==> config.mk <==
export PLATFORM = sky130hd
export DESIGN_NAME = burst_dimmer
export DESIGN_NICKNAME = d
export VERILOG_FILES = /design/src/rtl/bd_pkg.sv /design/src/rtl/bd_sync.sv /design/src/rtl/bd_burst_gen.sv /design/src/rtl/bd_lamp_phaser.sv /design/src/rtl/burst_dimmer.sv
export SDC_FILE = /design/constraint.sdc
export NUM_CORES = 1
export LEC_CHECK = 0
export CAP_MARGIN = 15
export CORE_AREA = 8 8 47 87
export CTS_CLUSTER_DIAMETER = 30
export CTS_CLUSTER_SIZE = 30
export DETAILED_ROUTE_END_ITERATION = 16
export DIE_AREA = 0 0 55 95
export HOLD_SLACK_MARGIN = 0.08
export PLACE_DENSITY = 0.86
export REMOVE_ABC_BUFFERS = 1
export SYNTH_ARGS = -nofsm -noshare
export SYNTH_HDL_FRONTEND = slang
export SYNTH_SLANG_ARGS = --single-unit
==> constraint.sdc <==
create_clock -name clk -period 1.4 [get_ports clk]
set_input_delay 0.14 -clock clk [delete_from_list [all_inputs] [get_ports clk]]
set_output_delay 0.14 -clock clk [all_outputs]
set_load 0.005 [all_outputs]
==> src/rtl/bd_pkg.sv <==
package bd_pkg;
  typedef enum logic [0:0] {
    SRC_LOCAL    = 1'b0,
    SRC_EXTERNAL = 1'b1
  } env_src_e;
endpackage

==> src/rtl/bd_sync.sv <==
module bd_sync #(
  parameter int STAGES = 2
) (
  input  logic clk,
  input  logic rst_n,
  input  logic d,
  output logic q
);
  logic [STAGES-1:0] chain_q;
  logic [STAGES-1:0] chain_d;

  generate
    if (STAGES == 1) begin : g_one
      always_comb chain_d = d;
    end else begin : g_many
      always_comb chain_d = {chain_q[STAGES-2:0], d};
    end
  endgenerate

  always_ff @(posedge clk or negedge rst_n) begin
    if (!rst_n) chain_q <= '0;
    else        chain_q <= chain_d;
  end

  assign q = chain_q[STAGES-1];
endmodule

==> src/rtl/bd_burst_gen.sv <==
module bd_burst_gen #(
  parameter int LEVEL_W = 7
) (
  input  logic               clk,
  input  logic               rst_n,
  input  logic               run,
  input  logic               tick,
  input  logic [LEVEL_W-1:0] level,
  output logic               env
);
  localparam logic [LEVEL_W-1:0] LAST_STEP = '1;

  logic [LEVEL_W-1:0] step_q, step_d;
  logic [LEVEL_W-1:0] held_q, held_d;
  logic               adv;
  logic               wrap;

  // Step counter advances on a tick only while the local source is in use
  always_comb begin
    adv    = run && tick;
    wrap   = adv && (step_q == LAST_STEP);
    step_d = adv ? step_q + 1'b1 : step_q;
    held_d = wrap ? level : held_q;
  end

  always_ff @(posedge clk or negedge rst_n) begin
    if (!rst_n) begin
      step_q <= '0;
      held_q <= '0;
    end else begin
      step_q <= step_d;
      held_q <= held_d;
    end
  end

  // On for steps 0..held: held+1 ticks out of 2**LEVEL_W
  assign env = (step_q <= held_q);
endmodule

==> src/rtl/bd_lamp_phaser.sv <==
module bd_lamp_phaser #(
  parameter int DIV_W = 8
) (
  input  logic             clk,
  input  logic             rst_n,
  input  logic             env,
  input  logic [DIV_W-1:0] half,
  output logic             gate_a,
  output logic             gate_b
);
  logic [DIV_W-1:0] half_eff;
  logic [DIV_W-1:0] cnt_q, cnt_d;
  logic             tgl_q, tgl_d;
  logic             flip;

  always_comb begin
    half_eff = (half == '0) ? {{(DIV_W-1){1'b0}}, 1'b1} : half;
    flip     = (cnt_q >= half_eff - 1'b1);
    if (!env) begin
      cnt_d = '0;
      tgl_d = 1'b0;
    end else if (flip) begin
      cnt_d = '0;
      tgl_d = ~tgl_q;
    end else begin
      cnt_d = cnt_q + 1'b1;
      tgl_d = tgl_q;
    end
  end

  always_ff @(posedge clk or negedge rst_n) begin
    if (!rst_n) begin
      cnt_q <= '0;
      tgl_q <= 1'b0;
    end else begin
      cnt_q <= cnt_d;
      tgl_q <= tgl_d;
    end
  end

  // Channel B is channel A shifted by one half lamp period
  assign gate_a = env & ~tgl_q;
  assign gate_b = env &  tgl_q;
endmodule

==> src/rtl/burst_dimmer.sv <==
module burst_dimmer #(
  parameter int LEVEL_W     = 7,
  parameter int DIV_W       = 8,
  parameter int SYNC_STAGES = 2
) (
  input  logic               clk,
  input  logic               rst_n,
  input  logic               dim_tick,
  input  logic [LEVEL_W-1:0] level,
  input  logic               src_ext,
  input  logic               sync_out_dis,
  input  logic [DIV_W-1:0]   lamp_half,
  input  logic               sync_in,
  output logic               sync_out,
  output logic               sync_oe,
  output logic               gate_a,
  output logic               gate_b
);
  import bd_pkg::*;

  logic [1:0]    rst_pipe_q;
  logic          rst_int_n;
  env_src_e      src;
  logic          env_local;
  logic          env_remote;
  logic          env_d, env_q;

  // Reset asserts at once, releases on a clock edge
  always_ff @(posedge clk or negedge rst_n) begin
    if (!rst_n) rst_pipe_q <= 2'b00;
    else        rst_pipe_q <= {rst_pipe_q[0], 1'b1};
  end
  assign rst_int_n = rst_pipe_q[1];

  assign src = env_src_e'(src_ext);

  bd_burst_gen #(.LEVEL_W(LEVEL_W)) u_gen (
    .clk   (clk),
    .rst_n (rst_int_n),
    .run   (src == SRC_LOCAL),
    .tick  (dim_tick),
    .level (level),
    .env   (env_local)
  );

  bd_sync #(.STAGES(SYNC_STAGES)) u_sync (
    .clk   (clk),
    .rst_n (rst_int_n),
    .d     (sync_in),
    .q     (env_remote)
  );

  always_comb env_d = (src == SRC_EXTERNAL) ? env_remote : env_local;

  always_ff @(posedge clk or negedge rst_int_n) begin
    if (!rst_int_n) env_q <= 1'b0;
    else            env_q <= env_d;
  end

  bd_lamp_phaser #(.DIV_W(DIV_W)) u_phase (
    .clk    (clk),
    .rst_n  (rst_int_n),
    .env    (env_q),
    .half   (lamp_half),
    .gate_a (gate_a),
    .gate_b (gate_b)
  );

  assign sync_oe  = (src == SRC_LOCAL) && !sync_out_dis;
  assign sync_out = sync_oe && env_q;
endmodule

==> metrics.yaml <==
power.static_leakage_nw: 1.19
violations: "negative setup slack"
rsz0062_at_grt: "true"
fmax_mhz: 464
fin_area_sq_um: 2520
synthMuxAreaShare: 0.0772
cts.sinks: 28
core_sq_um: 2940
cts_buffer_depth: 2
seq_power_share: 0.328
worst_slack_ps: -753
path_max_fanout: 8
synth_adder_area_share: 0.138
synth.area.top_cells: "dfrtp_1, ha_1, mux2_4"
io_buffers: 24
p_int_w: 0.00216
arrival_ps: 2360
syn2layout_area_growth_pct: 54.1
reg2reg_depth: 8
die_w_um: 55
htreeDepth: 1
power_switching_w: 0.00115
avgSynthCellArea_sq_um: 10.9
holdWs_ps: 234
synth.top_cell.area_share: 0.428
slew_viol_final: 0
synth_top_family_by_area: "simple AND/OR/NAND/NOR gates"
syn_area_sq_um: 1640
crit_type: "in2reg"
clock_latency_ps: 280
cp-start-kind: "input port"
drt_iter0_drc: 44
wl_per_cell_um: 20.6
setup_viol: 17
async_flop_share: 1.00
grt_max_degree: 27
power_density_nw_per_um2: 1310
grt_overflow: 0
drtPass1Iterations: 4
cts_root_buffer: "clkbuf_8"
fin_setup_tns_ps: -6890
ys_ff_latch: 28
synthDistinctLibCells: 35
die_h_um: 95
gp_congestion: 0.783
std_cell_rows: 28
yosysSeqAreaShare: 0.428
num_vias: 1409
post-dp-hpwl_um: 3230
drc: 0
wirelength_um: 5040
cp.required_ps: 1610
ios: 25
synth_xor_area_frac: 0.0803
fp.dieArea_sq_um: 5230
r2r_start: "u_phase.cnt_q[0]$_DFF_PN0_"
grt_pass1_wl_um: 7640
cts_tree: "yes"
detail-route-antenna-nets: 0
ys_warn_count: 0
min_period_ps: 2150
antennaDiodeCount: 0
start_util: 0.556
fin_util: 0.857
comb_power_share: 0.479
place_area_sq_um: 2120
synth_edf_count: 0
hold_class: "reg2async"
r2r_end: "u_phase.cnt_q[0]$_DFF_PN0_"
antenna_found_initial: 0
drive_gt1_frac: 0.433
grt_usage: 0.197
clock_skew_ps: 6.46
syn_inst: 150
numCtsBuffers: 3
worst_setup_path_end_kind: "flop"
synth_top_cell_by_area: "dfrtp_1"
synth-simple-area-share: 0.174
status: "complete, but fails checks"
ys.flop_type: "dfrtp_1"
p_total_w: 0.00331
pwr-share-clk: 0.193
synth_compound_area_frac: 0.0604
rrSetupSlack_ps: -380
maxCapViolations: 0
via_per_inst: 5.75
nNetsFinal: 255
timing.final.crit_share: 1.54
final-hold-violation-count: 0
clkTransAtPathRegs_ps: 100
grt_pass1_vias: 1679
irDropWorstVdd_mv: 1.60
swShare: 0.347
==> cells by family (layout without fill, tap and decap cells) <==
group,after synthesis,after routing
muxes,9,9
xor gates and xnor gates,15,15
adders and majority gates,18,18
DFF,28,28
other,1,1
buffers and inverters,13,78
and+or+nand+nor,50,50
AOI/OAI and AO/OA,16,16
==> synthesized netlist by cell type (2+ instances only) <==
library cell,count
dfrtp_1,28
ha_1,18
nor2_1,14
inv_1,12
xnor2_1,9
mux2_4,7
a21oi_1,6
nand2_1,6
nand3_1,6
xor2_1,6
nor3_1,4
nand4_1,3
nor3b_1,3
o21ai_0,3
and2_1,2
nand2b_1,2
nor2b_1,2
or3_1,2
==> area by class of cell <==
class | count | area (sq um)
sequential | 28 | 701
clock inverter | 1 | 30.0
multi-input combinational | 109 | 1120
timing repair buffer | 62 | 548
tap | 30 | 37.5
clock buffer | 3 | 41.3
fill | 158 | 422
inverter | 12 | 45.0
==> per-stage QoR <==
stage / setup WS, ps / cells
global route: -835 / 245
finish: -753 / 245
global placement: -1340 / 232
CTS: -747 / 243
floorplan: -868 / 149
detailed placement: -1580 / 232
==> critical path, cell delays in order <==
cell and delay [ps]:
buf_6 100, or3_4 390, nor3_4 160, a21oi_2 90, ha_2 320, ha_1 210, o211ai_1 230, o21ai_2 110
a21oi_4 210, o21ai_4 80, buf_12 160, nor2_1 130
==> routing by layer <==
layer,vias to the layer above,part of all wire,GRT usage
met3,18,0.045,0.0299
met1,691,0.31,0.171
met2,57,0.60,0.374
li1,643,-,-
met5,-,0,0
met4,0,0.042,0.129
==> registers in the layout, summed over array words and instances (netlist names) <==
| name | count |
|---|---|
| u_gen.held_q | 7 |
| u_phase.tgl_q | 1 |
| u_gen.step_q | 7 |
| env_q | 1 |
| u_sync.chain_q | 2 |
| u_phase.cnt_q | 8 |
| rst_pipe_q | 2 |
==> worst max-delay path by stage <==
stage,startpoint,to,slack (ps),depth (start not counted)
2_1_floorplan,lamp_half[3],u_phase.tgl_q$_DFFE_PN0P_,-870,11
3_3_place_gp,lamp_half[5],u_phase.cnt_q[1]$_DFF_PN0_,-1340,12
3_5_place_dp,lamp_half[5],u_phase.cnt_q[3]$_DFF_PN0_,-1580,12
4_1_cts,lamp_half[3],u_phase.cnt_q[7]$_DFF_PN0_,-750,12
5_1_grt,lamp_half[3],u_phase.cnt_q[0]$_DFF_PN0_,-830,12
6_report,lamp_half[3],u_phase.cnt_q[0]$_DFF_PN0_,-750,12
==> cell usage in the layout, fill, tap and decap left out, types with 3 or more instances in the layout <==
cell,n
ha_1,13
ha_4,4
mux2_4,7
inv_1,11
nor2_1,6
clkbuf_8,3
dlygate4sd2_1,4
nor2_4,7
xnor2_1,8
nor2b_4,3
dfrtp_1,28
xor2_1,6
buf_6,4
nand4_1,3
o21ai_2,3
nand2_1,5
buf_4,34
dlymetal6s2s_1,5
a21oi_2,3
clkdlybuf4s50_1,11
nand3_1,5
==> power by group through the flow <==
stage	clock (W)	sequential (W)	combinational [W]
3_5_place_dp	0	0.00109	0.00112
6_report	0.000638	0.00109	0.00159
5_1_grt	0.000671	0.00110	0.00172
3_3_place_gp	0	0.00108	0.00105
4_1_cts	0.000648	0.00108	0.00142
2_1_floorplan	0	0.00110	0.000533
==> what timing repair did <==
| item | in CTS | in global routing |
|---|---|---|
| setup endpoints to repair | 21 | 19 |
| endpoints found under the hold margin | 2 | 0 |
| buffers inserted | 6 | 2 |
| resized for setup | 58 | 24 |
| pin swaps | 20 | 17 |
| hold buffers | 1 | 0 |
Note: power is estimated with default switching activity, not from simulation.
